[src/rtl/crypto_cmd_seq.sv]
module crypto_cmd_seq #(
  parameter int BLK_W = 96,
  parameter int CNT_W = 22,
  parameter logic [BLK_W-1:0] HCONST = '1
) (
  input  logic                   clk,
  input  logic                   rst_n,
  input  logic                   start,
  input  logic [1:0]             mode,
  input  logic                   chain_en,
  input  logic [BLK_W-1:0]       key_in,
  input  logic [BLK_W-1:0]       iv_in,
  input  logic [BLK_W-1:0]       data_in,
  input  logic                   blk_valid,
  input  logic                   blk_last,
  output logic                   next_blk,
  output logic                   done,
  output logic [2*BLK_W-1:0]     dout,
  output logic                   cph_req,
  output logic                   cph_wide,
  output logic [BLK_W*3/2-1:0]   cph_key,
  output logic [BLK_W-1:0]       cph_pt,
  input  logic                   cph_ack,
  input  logic [BLK_W-1:0]       cph_ct
);
  localparam int MSG_W = BLK_W / 2;
  localparam logic [1:0] M_HASH = 2'd1;
  localparam logic [1:0] M_ENC  = 2'd2;
  localparam logic [1:0] M_RNG  = 2'd3;

  typedef enum logic [2:0] {S_IDLE, S_ASK, S_WAIT, S_RQ1, S_RQ2, S_FIN} st_t;

  st_t              st;
  logic [1:0]       md;
  logic             chn, last_r;
  logic [BLK_W-1:0] key_r, g_r, h_r, blk_r, t_r;
  logic [CNT_W-1:0] cnt_r;
  logic [BLK_W-1:0] blk_nx;
  logic             idle;

  assign idle     = (st == S_IDLE);
  assign next_blk = (st == S_ASK);
  assign done     = (st == S_FIN);
  assign cph_req  = (st == S_RQ1) || (st == S_RQ2);
  assign cph_wide = (md == M_HASH);

  assign blk_nx = (md == M_HASH) ? {{MSG_W{1'b0}}, data_in[MSG_W-1:0]}
                : (chn ? (data_in ^ g_r) : data_in);

  assign cph_key = (md == M_HASH) ? {blk_r[MSG_W-1:0], h_r}
                                  : {{MSG_W{1'b0}}, key_r};

  always_comb begin
    if (st == S_RQ2)        cph_pt = g_r;
    else if (md == M_HASH)  cph_pt = g_r ^ HCONST;
    else if (md == M_ENC)   cph_pt = blk_r;
    else                    cph_pt = {{(BLK_W-CNT_W){1'b0}}, cnt_r};
  end

  always_comb begin
    dout = '0;
    if (done) dout = (md == M_HASH) ? {h_r, g_r} : {{BLK_W{1'b0}}, t_r};
  end

  always_ff @(posedge clk) begin
    if (!rst_n) begin
      st     <= S_IDLE;
      md     <= '0;
      chn    <= 1'b0;
      last_r <= 1'b0;
      key_r  <= '0;
      g_r    <= '0;
      h_r    <= '0;
      blk_r  <= '0;
      t_r    <= '0;
      cnt_r  <= '0;
    end else begin
      case (st)
        S_IDLE: if (start && mode != 2'd0) begin
          md     <= mode;
          chn    <= chain_en;
          key_r  <= key_in;
          g_r    <= iv_in;
          h_r    <= iv_in;
          last_r <= (mode == M_RNG);
          st     <= (mode == M_RNG) ? S_RQ1 : S_ASK;
        end
        S_ASK: st <= S_WAIT;
        S_WAIT: if (blk_valid) begin
          last_r <= blk_last;
          blk_r  <= blk_nx;
          st     <= S_RQ1;
        end
        S_RQ1: if (cph_ack) begin
          t_r <= cph_ct;
          if (md == M_HASH) st <= S_RQ2;
          else begin
            st <= S_FIN;
            if (md == M_ENC) g_r <= cph_ct;
            else             cnt_r <= cnt_r + 1'b1;
          end
        end
        S_RQ2: if (cph_ack) begin
          g_r <= cph_ct ^ g_r;
          h_r <= t_r ^ g_r ^ HCONST;
          st  <= last_r ? S_FIN : S_ASK;
        end
        S_FIN: st <= last_r ? S_IDLE : S_ASK;
        default: st <= S_IDLE;
      endcase
    end
  end
endmodule

[config.mk]
export PLATFORM = sky130hd
export DESIGN_NAME = crypto_cmd_seq
export DESIGN_NICKNAME = d
export VERILOG_FILES = /design/src/rtl/crypto_cmd_seq.sv
export SDC_FILE = /design/constraint.sdc
export NUM_CORES = 2
export LEC_CHECK = 0
export BUFFER_PORTS_ARGS = -buffer_cell sky130_fd_sc_hd__buf_2
export CAP_MARGIN = 20
export CORE_AREA = 2 2 319 321
export CTS_CLUSTER_DIAMETER = 30
export DETAILED_ROUTE_END_ITERATION = 8
export DIE_AREA = 0 0 321 323
export REMOVE_ABC_BUFFERS = 1
export SETUP_SLACK_MARGIN = 0.02
export SYNTH_ARGS = -nofsm -noshare
export SYNTH_HDL_FRONTEND = slang
export SYNTH_SLANG_ARGS = --single-unit
[constraint.sdc]
create_clock -name clk -period 3.2 [get_ports clk]
set_clock_uncertainty 0.15 [all_clocks]
set_input_delay 0.32 -clock clk [delete_from_list [all_inputs] [get_ports clk]]
set_output_delay 0.32 -clock clk [all_outputs]
set_load 0.02 [all_outputs]
==> out/results.ini <==
[power]
power_density_nw_per_um2=654
leakagePower_nw=18.5
ir_drop_mv=0.509
p_total_mw=29.2

[grt]
grt_usage_pct=23.5
grt_start_max_net_pins=100
met1_usage_pct=27.9
use_met2_pct=40.0
met3_usage_pct=4.79
grt_overflow=0
antenna_found_initial=10
top_usage_layer=met2
first_global_vias=32653
grt_pass1_wl_um=191000

[sta]
rsz0062_at_grt=true
max-slew-margin-rel_pct=45.4
final.setup.worst_slack_ns=0.0219
timing.hold.ws_ns=0.216
fin_crit_ns=3.18
drv_slew=0
fmax_mhz=315
hold_viol=0
fin_crit_sh_pct=99.3
worst_slew_pin_slew_ns=0.813
setup_viol=0

[placed_design]
dpl_worst_slack_ns=0.496
gp_congestion=0.855
io_buffers=828
place_hpwl_um=83800

[die]
die_h_um=323
dieWidth_um=321
die_area_um2=104000
placeableCoreArea_um2=101000
start_util_pct=29.6
std_cell_rows=117
io-pin-count=829

[synth]
ys.flop_type=dfxtp_1
synthTopCellsByCount=nand2_1, a21oi_1, dfxtp_1, nor2_1, clkbuf_1
syn_area_um2=29800
synth.yosys.warnings=0
synth_top_area_share_pct=34.2
synth_cell_types=54
yosysMostFrequentCell=nand2_1
synthArstFlopShare_pct=0
syn_inst=3931
synth-edff-count=0
syn_area_per_cell_um2=7.58
synthTopCellsByArea=dfxtp_1, a21oi_1, nand2_1
ys_ff_latch=509
yosysSeqAreaShare_pct=34.2
synth_area_leader_cell=dfxtp_1

[worst_setup_path]
end_kind=primary output
crit_type=reg -> out
cp_slowest_stage_delay_ns=0.63
worstRegToRegCells=8
worstPathMaxFanout=38
crit_slowest_cell=o311ai_0
start_kind=flip-flop
worstPathArrival_ns=2.71
required_ns=2.73
crit_chain=inv_2, ha_4, buf_12, buf_16, o311ai_0, buf_2

[drt]
postRouteWirelength_um=129000
antenna_left=0
drc=0
wl_per_cell_um=20.2
drt_pre_antenna_iters=6
drt-initial-drc-count=2662
vias_per_cell=5.31
num_vias=34017

[cts]
cts.sinks=509
cts_buffers=152
clockBufferDepth=3
cts_root_buf=clkbuf_16
clk_transition_reported_paths_ns=0.04
tritoncts=yes
ctsHtreeMaxLevel=4
clock_latency_ns=0.74

[run]
cap_violations=0

[layout]
regArea_um2=10200
layout-drive-gt1-share_pct=26.7
multi_input_area_um2=17800
syn_to_final_growth_pct=49.9
fin_util_pct=44.4
final_nets=5363
n_fill_cell=9738

[worst_hold_path]
hold_path.class=in -> reg
hold-path-cell-count=4

[outcome]
outcome=finished, final reports clean

per-layer routing:
metal	up-vias	share of wire, %
met2	1545	48
li1	15945	-
met1	16194	40
met5	-	0.0085
met4	2	4.4
met3	331	7.3
cells in the final DEF (no fill, tap or decap), drive strengths merged, types with 3 or more instances in the layout:
| cell | instances |
|---|---|
| a211oi | 218 |
| a21oi | 520 |
| a221oi | 74 |
| a311oi | 23 |
| and2 | 52 |
| and3 | 99 |
| and4 | 4 |
| buf | 941 |
| bufinv | 20 |
| clkbuf | 220 |
| clkinv | 30 |
| clkinvlp | 5 |
| dfxtp | 509 |
| diode | 6 |
| dlygate4sd3 | 395 |
| ha | 3 |
| inv | 15 |
| mux2 | 117 |
| mux2i | 75 |
| nand2 | 671 |
| nand2b | 26 |
| nand3 | 8 |
| nand3b | 124 |
| nand4 | 8 |
| nor2 | 346 |
| nor3 | 3 |
| nor3b | 98 |
| o21ai | 124 |
| o311ai | 75 |
| o31ai | 11 |
| or3 | 51 |
| or4 | 10 |
| xor2 | 197 |
registers in the layout (all words and copies together), names as in the netlist:
register	flops
key_r	96
g_r	96
h_r	96
cnt_r	22
last_r	1
md	2
blk_r	96
chn	1
st	3
t_r	96
worst max-delay path, delay by kind of cell (launching register included):
kind	cells	cell delay (ns)
buffers and inverters	4	0.71
AO/OA/AOI/OAI	1	0.63
flip-flops	1	0.39
adder cells (fa/ha/maj)	1	0.18
layout make-up:
type | count | share of cell area, %
Inverter | 8 | 0.0868
Timing Repair Buffer | 1339 | 21.4
Clock inverter | 62 | 2.15
Sequential cell | 509 | 22.8
Clock buffer | 217 | 9.98
Multi-Input combinational cell | 2957 | 39.8
Tap cell | 1309 | 3.66
Antenna cell | 6 | 0.0336
where the power goes:
group          total [mW]  switching, mW  internal, mW
Clock                15.8           4.59          11.2
Sequential           8.08           1.01          7.08
Combinational        5.33           3.05          2.28
Total                29.2           8.65          20.6
cell families (layout without fill, tap and decap cells):
family / count (synthesis) / after routing / synth area share [%]
AOI/OAI and AO/OA: 1053 / 1053 / 22.2
xor gates and xnor gates: 199 / 199 / 5.85
other: 0 / 6 / 0
buffers and inverters: 465 / 1626 / 6.43
adders and majority gates: 3 / 3 / 0.126
muxes: 192 / 192 / 6.94
DFF: 509 / 509 / 34.2
and+or+nand+nor: 1510 / 1510 / 24.3
final timing paths:
check / start / end / slack (ns)
max: md[1] / cph_pt[56] / 0.02
min: key_in[36] / key_r[36] / 0.22
min reg2reg: blk_r[62] / blk_r[62] / 0.30
max reg2reg: md[0] / g_r[45] / 0.72
per-stage QoR:
| stage | TNS (ns) | cell area, µm² | std cells |
|---|---|---|---|
| after floorplan | -8039.88 | 27900 | 3474 |
| after global placement | 0 | 35100 | 5722 |
| after detailed placement | 0 | 35100 | 5722 |
| after CTS | 0 | 44600 | 6400 |
| after global routing | 0 | 44700 | 6406 |
| final | 0 | 44700 | 6407 |
repair_timing:
| item | in CTS | in global routing |
|---|---|---|
| hold buffers | 395 | 0 |
| endpoints found under the setup margin | 148 | 89 |
| cloned | 0 | 2 |
| gates resized for setup | 18 | 18 |
| setup buffers | 4 | 0 |
| endpoints found under the hold margin | 488 | 0 |
No activity file was read; power rests on OpenSTA's default activity.
